$ cat src/rtl/cfg_burn_verify.sv
module cfg_burn_verify #(
  parameter int AW = 16,
  parameter logic [AW-1:0] FIRST = 16'h0000,
  parameter logic [AW-1:0] LAST = 16'h807F,
  parameter int NSKIP = 2,
  parameter logic [NSKIP*AW-1:0] SKIP_LO = {16'h3000, 16'h0000},
  parameter logic [NSKIP*AW-1:0] SKIP_HI = {16'h33FF, 16'h2FFF}
) (
  input  logic          clk,
  input  logic          rst_n,
  input  logic          start,
  output logic [AW-1:0] mem_addr,
  input  logic [7:0]    mem_rdata,
  output logic          ee_req,
  output logic          ee_we,
  output logic [AW-1:0] ee_addr,
  output logic [7:0]    ee_wdata,
  input  logic [7:0]    ee_rdata,
  input  logic          ee_ack,
  output logic          ready,
  output logic          irq,
  output logic          prog_err,
  output logic [AW-1:0] err_addr,
  input  logic          err_clr
);

  typedef enum logic [1:0] {S_IDLE, S_WR, S_RD, S_SAFE} state_t;

  function automatic logic [AW:0] step_over(input logic [AW:0] a);
    logic [AW:0] r;
    r = a;
    for (int i = 0; i < NSKIP; i++) begin
      if (r >= {1'b0, SKIP_LO[i*AW +: AW]} && r <= {1'b0, SKIP_HI[i*AW +: AW]})
        r = {1'b0, SKIP_HI[i*AW +: AW]} + 1'b1;
    end
    return r;
  endfunction

  localparam logic [AW:0] START_X = step_over({1'b0, FIRST});

  state_t        st;
  logic [AW-1:0] addr;
  logic [AW:0]   nxt;
  logic          at_end;

  assign nxt      = step_over({1'b0, addr} + 1'b1);
  assign at_end   = nxt > {1'b0, LAST};
  assign ee_req   = (st == S_WR) || (st == S_RD);
  assign ee_we    = (st == S_WR);
  assign ee_addr  = addr;
  assign mem_addr = addr;
  assign ee_wdata = mem_rdata;
  assign irq      = prog_err;

  always_ff @(posedge clk or negedge rst_n) begin
    if (!rst_n) begin
      st       <= S_IDLE;
      addr     <= '0;
      ready    <= 1'b1;
      prog_err <= 1'b0;
      err_addr <= '0;
    end else begin
      case (st)
        S_IDLE: if (start) begin
          st    <= S_WR;
          addr  <= START_X[AW-1:0];
          ready <= 1'b0;
        end
        S_WR: if (ee_ack) begin
          if (at_end) begin
            st   <= S_RD;
            addr <= START_X[AW-1:0];
          end else begin
            addr <= nxt[AW-1:0];
          end
        end
        S_RD: if (ee_ack) begin
          if (ee_rdata != mem_rdata) begin
            st       <= S_SAFE;
            prog_err <= 1'b1;
            err_addr <= addr;
          end else if (at_end) begin
            st    <= S_IDLE;
            ready <= 1'b1;
          end else begin
            addr <= nxt[AW-1:0];
          end
        end
        default: if (err_clr) begin
          st       <= S_IDLE;
          prog_err <= 1'b0;
          ready    <= 1'b1;
        end
      endcase
    end
  end

endmodule


$ cat config.mk
export PLATFORM = sky130hd
export DESIGN_NAME = cfg_burn_verify
export DESIGN_NICKNAME = d
export VERILOG_FILES = /design/src/rtl/cfg_burn_verify.sv
export SDC_FILE = /design/constraint.sdc
export NUM_CORES = 1
export LEC_CHECK = 0
export BUFFER_PORTS_ARGS = -buffer_cell sky130_fd_sc_hd__buf_2
export CORE_MARGIN = 2
export CORE_UTILIZATION = 48
export CTS_BUF_LIST = sky130_fd_sc_hd__clkbuf_2 sky130_fd_sc_hd__clkbuf_4 sky130_fd_sc_hd__clkbuf_8
export DETAILED_ROUTE_END_ITERATION = 6
export PLACE_DENSITY = 0.81
export SETUP_SLACK_MARGIN = 0.1
export SLEW_MARGIN = 5
export SYNTH_ARGS = -nofsm -noshare
export SYNTH_HDL_FRONTEND = slang
export SYNTH_SLANG_ARGS = --single-unit
$ cat constraint.sdc
create_clock -name clk -period 2.7 [get_ports clk]
set_clock_uncertainty 0.05 [all_clocks]
set_input_delay 0 -clock clk [delete_from_list [all_inputs] [get_ports clk]]
set_output_delay 0 -clock clk [all_outputs]
set_load 0.02 [all_outputs]
==> run summary, run 1 <==
Num CTS Buffers = 5
Port Buffers = 81
status = finished with violations
share of the yosys chip area belonging to registers = 35.91%
core area = 0.005075 mm2
grt met2 use = 44.34%
Setup WS post-layout = -236.6 ps
WP buf/inv = 3
CP dominant cell by count = buf_4
Post-synth ARST share = 100.0%
Pwr Density = 795.8 mW/mm2
Synth area leaders = dfrtp_1 35%, buf_4 7.8%, mux2_2 4.0%
global-route wire length before repair = 12280 um
Clk pwr share = 16.9%
Max Cap Viol = 0
DP HPWL = 5245 um
CP required = 2880 ps
number of global-route vias before repair = 2528
P_sw = 1.345 mW
Worst Setup End Kind = flip-flop
Tot Pwr = 2.955 mW
fin crit period = 2937 ps
Setup Viol. Count Final = 19
pre-CTS setup slack = -309.4 ps
CP max stage cell = dfrtp_2
critical path depth = 12
Syn Nets = 312
DP Area = 0.003144 mm2
violations in the final reports = setup timing
leading area contributor after synthesis = dfrtp_1
initial DRC count = 381
final slew viol count = 0
Clock Pin Slew Worst Setup and Hold Paths = 80 ps
Mapped Cells = 285
CP max stage delay = 400 ps
CP Data Arrival Time = 3120 ps
Cell variety after synth = 54
final hold viol count = 0
top cell type's share of synthesized area = 34.86%
io pins = 82
fmax = 340.5 MHz
switch share = 45.50%
H-Tree Depth = 2
via/cell ratio = 6.040
clock root buffer = clkbuf_8
Overall Global Routing Usage = 25.92%
Period Utilization, post-route = 108.8%
ant diodes = 0
post-DR wirelength/cell = 18.79 um
CP cell instances = buf_6, ha_4, buf_4, and4_4, nand3_1, nand4_1, o21ai_0, buf_4, a21o_4, nor3_4, mux2_4, a221o_1
GRT Max-Usage Layer = met2
Flop pwr share = 23.8%
cell count of the worst reg-to-reg path = 12
RSZ-0062 raised after global routing = true
Vias = 2863
startpoint class of the critical path = flip-flop
Max clock buf depth = 2
Die H = 76.35 um
Die W = 76.35 um
Post-Route WL = 8907 um
Pint = 1.611 mW
First-pass DRT Iterations = 5
layout cells sized above 1 = 51.98%
Clock Sinks = 36
largest net degree at the start of global routing = 37
clk_lat worst skew = 310 ps
row cnt = 26
cell family with most CP delay = compound AO/OA/AOI/OAI gates
number of synthesized register bits = 36
final antenna-violating net count = 0
DP Cell Count = 447
worst hold path cell count = 4
Post-Syn Area per Cell = 8.815 um2
design area = 0.003714 mm2
initial antenna violation count = 0
YS warnings = 0
die area = 0.005829 mm2
Mapped Area = 0.002512 mm2
routability cong. = 0.9861
Leak = 1.825 nW
worst slew pin tran = 826.7 ps
ys flop type = dfrtp_1
number of synthesized flops with an enable pin = 0
fin cells = 474
hold crit path type = in -> reg
grt met3 use = 3.791%
crit path kind = reg -> reg
met1 usage = 34.47%
Initial Util = 49.51%
CTS tree = done
Peak supply drop = 1.016 mV
grt total ovfl = 0
area grow syn2layout = 47.81%
crit-path max FO = 3
Rel. slew slack = 44.89%
Comb power frac = 59.3%
Final nets = 430
# DRC = 0
## sequential cells by signal, summed over array words and instances (netlist names)
signal    count
ee_addr      16
err_addr     16
irq           1
ready         1
st            2
## placed cells by master, fill, tap and decap left out, types with 9 or more instances in the layout
master | synthesis | final
a21oi_1 | 10 | 9
buf_2 | 5 | 81
buf_4 | 26 | 56
dfrtp_1 | 35 | 31
inv_1 | 13 | 12
nand2_1 | 26 | 25
nor2_1 | 21 | 20
o21ai_0 | 15 | 10
xor2_1 | 10 | 10
## power groups by stage
stage	clock (mW)	sequential (mW)	combinational, mW
after floorplan	0	0.819	0.808
after global placement	0	0.709	1.26
after detailed placement	0	0.713	1.28
after CTS	0.486	0.701	1.44
after global routing	0.514	0.714	1.85
final	0.498	0.704	1.75
## worst reg2reg max path, cell delays in order (launching register included)
cell and delay, ps:
dfrtp_2 400, buf_6 120, ha_4 130, buf_4 120, and4_4 220, nand3_1 150, nand4_1 150, o21ai_0 250
buf_4 230, a21o_4 200, nor3_4 220, mux2_4 320, a221o_1 310
## kinds of logic (layout without fill, tap and decap cells)
kind of cell / Yosys count / count (layout) / synth area share [%]
AND/OR/NAND/NOR: 104 / 105 / 21.56
AO/OA/AOI/OAI: 66 / 66 / 18.58
buffers and inverters: 49 / 167 / 11.45
flip-flops: 36 / 36 / 35.91
multiplexers: 13 / 13 / 5.677
XOR/XNOR: 11 / 11 / 3.835
adder cells (fa/ha/maj): 6 / 6 / 2.988
## final timing paths
| kind | start | to | slack [ps] |
|---|---|---|---|
| max in group asynchronous | rst_n | ee_addr[8]$_DFFE_PN0P_ | 1760 |
| min in group asynchronous | rst_n | err_addr[4]$_DFFE_PN0P_ | 270 |
| hold reg to reg | err_addr[14]$_DFFE_PN0P_ | err_addr[14]$_DFFE_PN0P_ | 420 |
| hold / removal | err_clr | irq$_DFFE_PN0P_ | 6 |
| setup reg to reg | ee_addr[0]$_DFFE_PN0P_ | ready$_DFFE_PN1P_ | -240 |
| setup / recovery | ee_addr[0]$_DFFE_PN0P_ | ready$_DFFE_PN1P_ | -240 |
## layout make-up
class                           count  area, um2
Multi-Input combinational cell    201       1627
Fill cell                         357       1361
Timing Repair Buffer              146      932.1
Sequential cell                    36      907.1
Tap cell                           70      87.58
Clock buffer                        5      68.82
Inverter                           13      48.80
Clock inverter                      3      42.54
## metrics by stage
step                      utilization [%]  TNS (ps)  hold WS (ps)
after floorplan                         -     -1352        -345.6
after global placement              61.96     -1996         77.63
after detailed placement            61.96     -2962         97.66
after CTS                           68.96     -1040         4.877
after global routing                73.18     -3566         39.92
final                               73.18     -2420         5.933
## per-layer routing
| metal | vias up | routed length [um] |
|---|---|---|
| met2 | 227 | 4248 |
| met3 | 46 | 804 |
| met4 | 0 | 387 |
| met5 | - | 0 |
| met1 | 1347 | 3467 |
| li1 | 1243 | - |
## Yosys cell counts (2+ instances only)
library cell,instances
and4_1,2
nand2_1,26
o31ai_1,6
a21o_1,6
buf_2,5
nor2b_1,3
o22ai_1,2
mux2i_1,3
xor2_1,10
a21oi_1,10
ha_1,6
inv_1,13
o211ai_1,2
or2_2,3
nor2_1,21
dfrtp_1,35
a31oi_1,5
nor4_1,7
nor3b_1,2
clkbuf_1,5
a211oi_1,2
a211oi_2,2
o32ai_1,2
buf_4,26
o211a_1,2
and3_1,8
mux2_2,9
a221o_1,2
nand3_1,6
o21ai_0,15
or3_1,3
nor3_1,9
nand4_1,6
## timing repair
action / 4_1_cts / 5_1_grt
pin swaps: 13 / 14
hold buffers: 3 / 0
gates resized for setup: 33 / 29
setup endpoints to repair: 18 / 19
setup buffers: 7 / 8
cloned: 0 / 1
endpoints found under the hold margin: 37 / 0
No activity file was read; power rests on OpenSTA's default activity.
==> run 2: changes to the inputs <==
- CORE_ASPECT_RATIO: unset -> 1.1
==> run 2 against run 1 <==
Net effect: the flow finishes with violations (hold timing, setup timing); critical path depth shrank 3; setup slack improved by 15 ps; core utilization is 0.47 points lower; clock power down 14%; combinational power about the same; sequential share of layout area grew 0.39 points; worst hold slack got worse by 7.9 ps; highest routed layer unchanged.
==> run summary, run 2 (same netlist as run 1, synthesis figures left out) <==
status = finished with violations
violations in the final reports = hold timing, setup timing
Tot Pwr = 2.884 mW
Period Utilization, post-route = 108.2%
design area = 0.003660 mm2
number of global-route vias before repair = 2561
layout cells sized above 1 = 53.55%
Max Cap Viol = 0
WP buf/inv = 1
final slew viol count = 0
Initial Util = 49.91%
crit path kind = reg -> reg
crit-path max FO = 7
RSZ-0062 raised after global routing = true
Setup WS post-layout = -221.3 ps
hold crit path type = in -> reg
CP max stage delay = 520 ps
Overall Global Routing Usage = 27.43%
DP Area = 0.003104 mm2
ant diodes = 0
post-DR wirelength/cell = 19.13 um
Port Buffers = 81
Setup Viol. Count Final = 19
Post-Route WL = 8645 um
CP required = 2860 ps
fmax = 342.3 MHz
die area = 0.005830 mm2
initial antenna violation count = 0
most common cell after layout, fill and taps aside = buf_2
grt total ovfl = 0
Peak supply drop = 0.7690 mV
Pwr Density = 788.0 mW/mm2
commonest non-fill, non-tap cells in the layout = 81 x buf_2, 45 x buf_4, 30 x dfrtp_1, 24 x nand2_1, 17 x nor2_1
worst slew pin tran = 827.8 ps
row cnt = 27
CTS tree = done
Die H = 79.88 um
initial DRC count = 286
cell family with most CP delay = simple AND/OR/NAND/NOR gates
final antenna-violating net count = 0
io pins = 82
CP Data Arrival Time = 3080 ps
DP HPWL = 5224 um
core area = 0.005034 mm2
Leak = 1.781 nW
fin crit period = 2921 ps
Hold WS = -1.950 ps
global-route wire length before repair = 12350 um
CP cell instances = buf_4, ha_4, or4_4, or4b_4, a211oi_4, a21bo_2, nand2_4, o32a_1, o31ai_2
final hold viol count = 1
clk_lat worst skew = 300 ps
Clock Pin Slew Worst Setup and Hold Paths = 70 ps
largest net degree at the start of global routing = 37
via/cell ratio = 6.206
Clock Sinks = 36
Vias = 2805
final core occ = 72.71%
CP max stage cell = or4b_4
Rel. slew slack = 44.81%
Max clock buf depth = 2
Worst Setup End Kind = flip-flop
area grow syn2layout = 45.67%
H-Tree Depth = 2
clock root buffer = clkbuf_8
routability cong. = 0.9813
Die W = 72.98 um
setup TNS = -2906 ps
# DRC = 0
Final nets = 420
startpoint class of the critical path = flip-flop
Num CTS Buffers = 5
First-pass DRT Iterations = 6
-- run 2: cell count changes in the layout (fill, tap and decap cells not counted), sizes merged --
cell / delta
clkbuf: +2
nor2: -1
dlygate4sd3: -1
clkinv: -1
buf: -8
bufinv: -1
-- run 2: worst min-delay path, stage by stage --
cell	delay, ps
buf_2	110
nand2_1	50
a21oi_1	50
nor2_1	90
-- run 2: final timing paths --
path / start / end / slack, ps / cells after the start
min in group asynchronous: rst_n / ee_addr[4]$_DFFE_PN0P_ / 290 / 2
setup reg to reg: ee_addr[1]$_DFFE_PN0P_ / ee_addr[11]$_DFFE_PN0P_ / -220 / 9
setup / recovery: ee_addr[1]$_DFFE_PN0P_ / ee_addr[11]$_DFFE_PN0P_ / -220 / 9
hold / removal: err_clr / irq$_DFFE_PN0P_ / -2 / 4
hold reg to reg: err_addr[1]$_DFFE_PN0P_ / err_addr[1]$_DFFE_PN0P_ / 430 / 2
max in group asynchronous: rst_n / ee_addr[8]$_DFFE_PN0P_ / 1740 / 2
-- run 2: what timing repair did --
| action | CTS | global route |
|---|---|---|
| hold buffers | 2 | 0 |
| pin swaps | 19 | 11 |
| hold endpoints to repair | 36 | 0 |
| resized for setup | 43 | 27 |
| setup endpoints to repair | 19 | 19 |
| setup buffers | 7 | 6 |
-- run 2: power breakdown --
group / switching, mW / total, mW / leakage (nW) / internal [mW]
logic: 1.05 / 1.76 / 1.26 / 0.704
registers: 0.0651 / 0.700 / 0.470 / 0.634
clock network: 0.211 / 0.428 / 0.0479 / 0.218
-- run 2: cell type report --
| class | instances | area (um2) |
|---|---|---|
| Multi-Input combinational cell | 200 | 1647 |
| Tap cell | 58 | 72.57 |
| Clock inverter | 1 | 7.507 |
| Timing Repair Buffer | 137 | 885.9 |
| Sequential cell | 36 | 908.4 |
| Fill cell | 355 | 1374 |
| Inverter | 13 | 48.80 |
| Clock buffer | 7 | 90.09 |
-- run 2: routing by layer --
| metal | up-vias | routed length, um | share of wire (%) | track usage (%) |
|---|---|---|---|---|
| li1 | 1224 | - | - | - |
| met1 | 1337 | 3367 | 39 | 34.39 |
| met2 | 205 | 4276 | 49 | 44.59 |
| met3 | 39 | 700 | 8.1 | 5.682 |
| met4 | 0 | 300 | 3.5 | 12.78 |
| met5 | - | 0 | 0 | 0 |
-- run 2: stage by stage --
step | hold WS [ps] | cells | worst slack [ps]
final | -1.950 | 452 | -221.3
after global routing | 51.68 | 452 | -296.2
after CTS | 9.944 | 446 | -143.1
after detailed placement | 114.8 | 430 | -141.6
after global placement | 91.49 | 430 | -63.21
after floorplan | -345.6 | 285 | -169.0
==> run 3: changes to the inputs <==
- CORE_UTILIZATION: 48 -> 33
- PLACE_DENSITY: 0.81 -> 0.6
==> run 3 against run 2 <==
Net effect: clock power increased by 59%; sequential share of layout area decreased by 1.7 points; wire length decreased by 3.2%; design area increased by 7.2%; non-clock buffer count increased by 24; critical path depth increased by 2; total power increased by 15%; global-route usage decreased by 8.1 points; the flow finishes with violations (setup timing); die area increased by 43%; combinational power increased by 9%; clock-buffer cell count decreased by 2.
==> run summary, run 3 (same netlist as run 1, synthesis figures left out) <==
CP cell instances = buf_6, buf_6, or4_4, or4b_4, a211oi_2, a21bo_2, nand3_4, buf_8, buf_4, nor4_4, a21o_1
crit-path max FO = 7
number of global-route vias before repair = 2549
DP HPWL = 5589 um
CP max stage delay = 510 ps
CP Data Arrival Time = 3050 ps
Max clock buf depth = 2
Peak supply drop = 1.006 mV
CP dominant cell by count = buf_6
WP buf/inv = 4
via/cell ratio = 5.352
Die W = 87.20 um
DP Area = 0.003196 mm2
initial antenna violation count = 0
clk_lat worst skew = 300 ps
met1 usage = 26.08%
GRT Max-Usage Layer = met2
pre-CTS setup slack = -115.7 ps
global-route wire length before repair = 12670 um
worst slew pin tran = 869.6 ps
Pwr Density = 843.3 mW/mm2
# DRC = 0
row cnt = 33
Hold WS = 110.7 ps
Setup WS post-layout = -154.3 ps
io pins = 82
Setup Viol. Count Final = 14
largest net degree at the start of global routing = 37
Rel. slew slack = 42.02%
Post-Route WL = 8371 um
Clock Sinks = 36
Max Cap Viol = 0
Die H = 95.51 um
H-Tree Depth = 2
violations in the final reports = setup timing
area grow syn2layout = 56.13%
Final nets = 444
crit path kind = reg -> reg
RSZ-0062 raised after global routing = true
fin crit period = 2854 ps
status = finished with violations
Initial Util = 33.80%
Overall Global Routing Usage = 19.38%
ant diodes = 0
post-DR wirelength/cell = 16.58 um
design area = 0.003923 mm2
most common cell after layout, fill and taps aside = buf_2
final antenna-violating net count = 0
layout cells sized above 1 = 54.55%
commonest non-fill, non-tap cells in the layout = 81 x buf_2, 66 x buf_4, 31 x dfrtp_1, 24 x nand2_1, 18 x nor2_1
final slew viol count = 0
Leak = 1.925 nW
CTS tree = done
CP required = 2900 ps
DP Cell Count = 468
CP max stage cell = or4_4
grt met2 use = 32.38%
grt total ovfl = 0
Clock Pin Slew Worst Setup and Hold Paths = 90 ps
final hold viol count = 0
clock root buffer = clkbuf_8
Worst Setup End Kind = flip-flop
Period Utilization, post-route = 105.7%
First-pass DRT Iterations = 4
Layout fillers = 680
Port Buffers = 81
core area = 0.007432 mm2
startpoint class of the critical path = flip-flop
cell family with most CP delay = simple AND/OR/NAND/NOR gates
fin cells = 505
fmax = 350.3 MHz
initial DRC count = 159
grt met3 use = 3.203%
Num CTS Buffers = 5
Vias = 2703
die area = 0.008328 mm2
routability cong. = 0.8593
hold crit path type = in -> reg
[run 3: power by group]
part           leakage (nW)  switching [mW]  internal, mW  total, mW
clock network        0.0784           0.220         0.462      0.682
registers             0.472          0.0737         0.634      0.708
logic                  1.37            1.07         0.847       1.92
total                  1.92            1.36          1.94       3.31
[run 3: worst reg2reg max path: stages (launching register included)]
cell      delay (ps)
dfrtp_2          420
buf_6            130
buf_6            110
or4_4            510
or4b_4           490
a211oi_2         260
a21bo_2          220
nand3_4           80
buf_8            170
buf_4            140
nor4_4           120
a21o_1           100
[run 3: layer usage]
metal / vias up / part of all wire [%]
met1: 1307 / 44
met5: - / 0
li1: 1272 / -
met4: 0 / 2.3
met2: 105 / 49
met3: 19 / 5.1
[run 3: cell type report]
cell class              instances  area [um2]  share of cell area, %
flip-flops and latches         36       907.1                  23.13
well taps                      87       108.9                  2.775
multi-input cells             200        1633                  41.63
repair buffers                161        1066                  27.18
clock inverters                 3       90.09                  2.297
inverters                      13       48.80                  1.244
clock buffers                   5       68.82                  1.754
[run 3: worst paths after layout]
check	from	to	slack, ps	depth (start not counted)
worst max-delay path	ee_addr[0]$_DFFE_PN0P_	ee_addr[8]$_DFFE_PN0P_	-150	11
worst min-delay path	err_clr	ready$_DFFE_PN1P_	110	4
worst max register to register	ee_addr[0]$_DFFE_PN0P_	ee_addr[8]$_DFFE_PN0P_	-150	11
worst min register to register	err_addr[11]$_DFFE_PN0P_	err_addr[11]$_DFFE_PN0P_	430	2
max in group asynchronous	rst_n	ee_addr[1]$_DFFE_PN0P_	1700	2
min in group asynchronous	rst_n	err_addr[6]$_DFFE_PN0P_	300	2
[run 3: through the flow]
stage	utilization (%)	power, mW	TNS, ps
final	52.78	3.308	-1294
after global routing	52.78	3.490	-3382
after CTS	48.86	2.981	-497.9
after detailed placement	43.00	2.080	-675.8
after global placement	43.00	2.072	-334.3
after floorplan	-	1.627	-1352
[run 3: what timing repair did]
| item | 4_1_cts | 5_1_grt |
|---|---|---|
| resized for setup | 27 | 42 |
| hold buffers | 4 | 0 |
| pin swaps | 15 | 20 |
| cloned | 1 | 1 |
| endpoints found under the setup margin | 19 | 19 |
| hold endpoints to repair | 37 | 0 |
| buffers inserted | 14 | 10 |
